### src/rtl/addr_hold_pkg.sv
package addr_hold_pkg;
  localparam int unsigned ADDR_W_DEF = 16;
  localparam int unsigned X_W_DEF    = 7;
  localparam int unsigned Y_W_DEF    = 6;
  localparam int unsigned BANK_W_DEF = ADDR_W_DEF - X_W_DEF - Y_W_DEF;
  localparam int unsigned NBANK_DEF  = 1 << BANK_W_DEF;
  localparam int unsigned XBIT_IDX   = 6;

  typedef enum logic {
    LK_OPEN = 1'b0,
    LK_HELD = 1'b1
  } lock_state_e;
endpackage

### src/rtl/addr_lock_ctrl.sv
module addr_lock_ctrl
  import addr_hold_pkg::*;
(
  input  logic clk_i,
  input  logic rst_ni,
  input  logic start_i,
  input  logic end_ni,
  output logic lock_o
);
  lock_state_e state_q, state_d;

  always_comb begin
    state_d = state_q;
    if (!end_ni)      state_d = LK_OPEN;  // end wins over start
    else if (start_i) state_d = LK_HELD;
  end

  always_ff @(posedge clk_i or negedge rst_ni) begin
    if (!rst_ni) state_q <= LK_OPEN;
    else         state_q <= state_d;
  end

  assign lock_o = (state_q == LK_HELD);
endmodule

### src/rtl/addr_hold_reg.sv
module addr_hold_reg #(
  parameter int unsigned W = 16
) (
  input  logic         clk_i,
  input  logic         rst_ni,
  input  logic         load_i,
  input  logic [W-1:0] d_i,
  output logic [W-1:0] q_o
);
  always_ff @(posedge clk_i or negedge rst_ni) begin
    if (!rst_ni)     q_o <= '0;
    else if (load_i) q_o <= d_i;
  end
endmodule

### src/rtl/bank_decoder.sv
module bank_decoder #(
  parameter int unsigned SEL_W = 3,
  localparam int unsigned N    = 1 << SEL_W
) (
  input  logic             en_i,
  input  logic [SEL_W-1:0] sel_i,
  output logic [N-1:0]     bank_o
);
  for (genvar k = 0; k < N; k++) begin : g_bank
    assign bank_o[k] = en_i && (sel_i == SEL_W'(k));
  end
endmodule

### src/rtl/strobe_capture.sv
module strobe_capture (
  input  logic clk_i,
  input  logic rst_ni,
  input  logic stb_i,
  input  logic d_i,
  output logic q_o
);
  logic stb_q;

  always_ff @(posedge clk_i or negedge rst_ni) begin
    if (!rst_ni) begin
      stb_q <= 1'b0;
      q_o   <= 1'b0;
    end else begin
      stb_q <= stb_i;
      if (stb_i && !stb_q) q_o <= d_i;
    end
  end
endmodule

### src/rtl/addr_hold_unit.sv
module addr_hold_unit
  import addr_hold_pkg::*;
#(
  parameter int unsigned ADDR_W = ADDR_W_DEF,
  parameter int unsigned X_W    = X_W_DEF,
  parameter int unsigned Y_W    = Y_W_DEF,
  localparam int unsigned BANK_W = ADDR_W - X_W - Y_W,
  localparam int unsigned NBANK  = 1 << BANK_W
) (
  input  logic              clk_i,
  input  logic              rst_ni,
  input  logic [ADDR_W-1:0] addr_i,
  input  logic              cycle_start_i,
  input  logic              cycle_end_ni,
  input  logic              mem_sel_i,
  input  logic              xstb_i,
  output logic [X_W-1:0]    x_sel_o,
  output logic [Y_W-1:0]    y_sel_o,
  output logic [NBANK-1:0]  bank_o,
  output logic              xbit_o
);
  logic              lock_q;
  logic [ADDR_W-1:0] held_q;

  addr_lock_ctrl u_lock (
    .clk_i   (clk_i),
    .rst_ni  (rst_ni),
    .start_i (cycle_start_i),
    .end_ni  (cycle_end_ni),
    .lock_o  (lock_q)
  );

  // synchronous stand-in for a transparent latch: load every edge while open
  addr_hold_reg #(.W(ADDR_W)) u_hold (
    .clk_i  (clk_i),
    .rst_ni (rst_ni),
    .load_i (!lock_q),
    .d_i    (addr_i),
    .q_o    (held_q)
  );

  bank_decoder #(.SEL_W(BANK_W)) u_bank (
    .en_i   (mem_sel_i),
    .sel_i  (held_q[ADDR_W-1 -: BANK_W]),
    .bank_o (bank_o)
  );

  strobe_capture u_xcap (
    .clk_i  (clk_i),
    .rst_ni (rst_ni),
    .stb_i  (xstb_i),
    .d_i    (addr_i[XBIT_IDX]),
    .q_o    (xbit_o)
  );

  assign x_sel_o = held_q[X_W-1:0];
  assign y_sel_o = held_q[X_W +: Y_W];
endmodule

### config.mk
export PLATFORM = sky130hd
export DESIGN_NAME = addr_hold_unit
export DESIGN_NICKNAME = d
export VERILOG_FILES = /design/src/rtl/addr_hold_pkg.sv /design/src/rtl/addr_lock_ctrl.sv /design/src/rtl/addr_hold_reg.sv /design/src/rtl/bank_decoder.sv /design/src/rtl/strobe_capture.sv /design/src/rtl/addr_hold_unit.sv
export SDC_FILE = /design/constraint.sdc
export NUM_CORES = 1
export LEC_CHECK = 0
export BUFFER_PORTS_ARGS = -buffer_cell sky130_fd_sc_hd__buf_2
export CAP_MARGIN = 10
export CORE_ASPECT_RATIO = 1.2
export CORE_MARGIN = 10
export CORE_UTILIZATION = 30
export DETAILED_ROUTE_END_ITERATION = 12
export PLACE_DENSITY = 0.65
export SYNTH_ARGS = -nofsm -noshare
export SYNTH_HDL_FRONTEND = slang
export SYNTH_HIERARCHICAL = 1
export SYNTH_SLANG_ARGS = --single-unit
### constraint.sdc
create_clock -name clk_i -period 1.45 [get_ports clk_i]
set_input_delay 0.29 -clock clk_i [delete_from_list [all_inputs] [get_ports clk_i]]
set_output_delay 0.29 -clock clk_i [all_outputs]
set_load 0.005 [all_outputs]
==> summary.md <==
| Metric | Value |
|---|---|
| Main combinational cell family by area after synthesis | `multiplexers` |
| Root buf cell | `clkbuf_4` |
| Req. time, crit path | `1160 ps` |
| Overflow after GRT | `0` |
| Dpl hpwl | `between 1500 and 2000 um` |
| Via count | `around 600` |
| Synth cell types | `12` |
| Hold Violations, Final | `0` |
| Die Width | `68.9 um` |
| Routed Antenna Nets | `0` |
| Sequential share of the synthesized area | `0.552` |
| XOR/XNOR share of the synthesized area | `0` |
| Syn. warnings | `6` |
| Multiplexer share of the synthesized area | `0.270` |
| Type of the worst setup path | `reg -> out` |
| Largest net degree at the start of global routing | `20` |
| CP endpoint kind | `primary output` |
| Setup WS post-layout | `-78.7 ps` |
| Port-buffer cells | `43` |
| # IOs | `44` |
| CTS sink cnt | `19` |
| Via/cell ratio | `around 4.5` |
| Number of global-route vias before repair | `between 600 and 700` |
| Mean area per synthesized cell | `about 18 um^2` |
| Worst R2R End | `u_hold/q_o[2]` |
| Nets | `about 120` |
| Static leakage | `0.615 nW` |
| DRT iter0 DRCs | `17` |
| P per Cell Area | `943 mW/mm^2` |
| Hold EP | `u_xcap/stb_q` |
| Initial antenna violation count | `0` |
| CP max-delay cell | `dfrtp_2` |
| Mapped cell area | `approximately 860 um^2` |
| Gr usage total | `0.0792` |
| Clk_skew | `approximately 1.7 ps` |
| Clock Path Buffers | `2` |
| Routed wire length | `2160 um` |
| Max Cap Viol | `0` |
| FP Rows | `21` |
| Failing checks | `negative setup slack` |
| Initial Util | `0.309` |
| Tcrit/Tclk final | `1.05` |
| Die Y | `around 80 um` |
| Number of remaining DRC errors | `0` |
| TritonCTS clock tree | `yes` |
| First-pass GRT wire length | `around 3300 um` |
| Post-synthesis compound-gate area fraction | `0.00872` |
| Crit-path cells | `buf_6 -> and4bb_2 -> buf_6` |
| Achievable Freq | `0.654 GHz` |
| Most common library cell in the layout ignoring fill and taps | `buf_2` |
| Max incr delay on CP | `around 470 ps` |
| Post-synthesis cell count | `just under 50` |
| Worst hold path class | `in -> reg` |
| Setup TNS | `-247 ps` |
| Multi-input logic area | `about 360 um^2` |
| Fillers | `between 200 and 300` |
| Clock latency on the worst-skew pair | `290 ps` |
| Run status | `finished, violations left` |
| IR drop worst, VDD | `0.000504 V` |
| Syn Nets | `a little over 70` |
| H-tree levels | `1` |
| Yosys reg bits | `19` |
| Post-synthesis adder-cell area fraction | `0` |
| Hold Slack | `119 ps` |
| Avg WL per Cell | `approximately 16 um` |
| GPL Wtd Cong | `approximately 0.79` |
| Synth-to-Final Area Change | `38.2%` |
| Most Frequent Cell on Critical Path | `buf_6` |
| Tot Pwr | `roughly 1.1 mW` |
| Critical Path Source Type | `flop` |
| Most frequent cells in the layout | `buf_2 (40), dfrtp_1 (16), mux2_4 (11)` |
| Unrepaired setup endpoints after global routing | `yes` |
| CTS Buf Count | `3` |
| Simple-gate share of the synthesized area | `0.128` |
| Register-to-Register Path Depth | `3` |
| Drt first pass iters | `2` |
| Layout cells sized above 1 | `0.808` |
| Reg2reg setup slack | `310 ps` |
| Hold depth | `1` |
| R2r startpoint | `u_lock/lock_o` |
| CP arrival | `~1200 ps` |
| Hold path start | `xstb_i` |
| CP max FO | `6` |
| Pins Over Slew Limit | `0` |
| Number of inserted diodes | `0` |
| Worst slew pin tran | `approximately 420 ps` |
| Slew HR | `0.720` |
| Core area | `roughly 0.0028 mm^2` |
| Reg area | `~480 um^2` |
| CTS clk-pin slew, worst paths | `about 110 ps` |
| Final setup viols | `6` |
| Final Critical Period | `around 1500 ps` |
| Die area | `0.00542 mm^2` |
-- routing by layer --
metal / wire, um / global-route usage
met1: 790 / 0.0899
met2: 1170 / 0.132
met3: 165 / 0.0128
met4: 29 / 0.0474
met5: 0 / 0
-- power breakdown --
part | total (mW) | internal (mW) | leakage [nW] | switching (mW)
sequential | 0.626 | 0.583 | 0.219 | 0.0425
clock | 0.258 | 0.102 | 0.0177 | 0.155
combinational | 0.239 | 0.154 | 0.378 | 0.0843
total | 1.12 | 0.840 | 0.615 | 0.282
-- state kept, by name, indices dropped and copies added, names as in the netlist --
register,count
u_hold/q_o,16
u_xcap/stb_q,1
u_lock/lock_o,1
u_xcap/q_o,1
-- cells in the mapped netlist --
cell	instances	share of area
mux2_2	6	0.078
nor2b_4	1	0.016
inv_1	1	0.0044
nor4b_2	1	0.017
mux2_4	11	0.19
and4bb_2	3	0.044
buf_6	1	0.013
and4b_2	3	0.039
buf_12	1	0.023
o21a_1	1	0.0087
dfrtp_1	19	0.55
and4_2	1	0.012
-- how the worst max path moves through the flow --
stage	from	endpoint	slack, ps	cells after the start
after floorplan	u_lock/lock_o	u_hold/q_o[10]	370	4
after global routing	u_hold/q_o[14]	bank_o[2]	-140	3
after detailed placement	u_hold/q_o[14]	bank_o[0]	250	2
after global placement	u_hold/q_o[14]	bank_o[0]	320	2
after CTS	u_hold/q_o[14]	bank_o[2]	-70	3
final	u_hold/q_o[14]	bank_o[2]	-80	3
-- through the flow --
stage                     area [um^2]  setup WS (ps)  cells   util
final                            1190          -78.7    133  0.427
after global placement           1100            323    126  0.396
after CTS                        1160          -74.3    133  0.417
after detailed placement         1100            245    126  0.396
after floorplan                   861            369     49      -
after global routing             1190           -137    133  0.427
-- worst max-delay path, delay by kind of cell, from the launching register on --
kind	cells	cell delay, ps
DFF	1	470
and+or+nand+nor	1	230
buffers and inverters	2	250
-- what timing repair did --
action / CTS / global route
hold buffers: 1 / 0
cloned: 0 / 0
buffers inserted: 2 / 0
resized for setup: 5 / 4
hold endpoints to repair: 19 / 0
setup endpoints to repair: 7 / 8
pin swaps: 2 / 0
-- final cells by class --
| type | instances | share of cell area |
|---|---|---|
| multi-input combinational | 27 | 0.302 |
| sequential | 19 | 0.403 |
| tap | 34 | 0.0358 |
| clock inverter | 1 | 0.00421 |
| clock buffer | 3 | 0.0189 |
| inverter | 1 | 0.00315 |
| timing repair buffer | 48 | 0.233 |
-- cells by family after synthesis --
| family | Yosys count |
|---|---|
| AO/OA/AOI/OAI | 1 |
| multiplexers | 17 |
| AND/OR/NAND/NOR | 9 |
| flip-flops | 19 |
| buffers and inverters | 3 |
No activity file was read; power rests on OpenSTA's default activity.
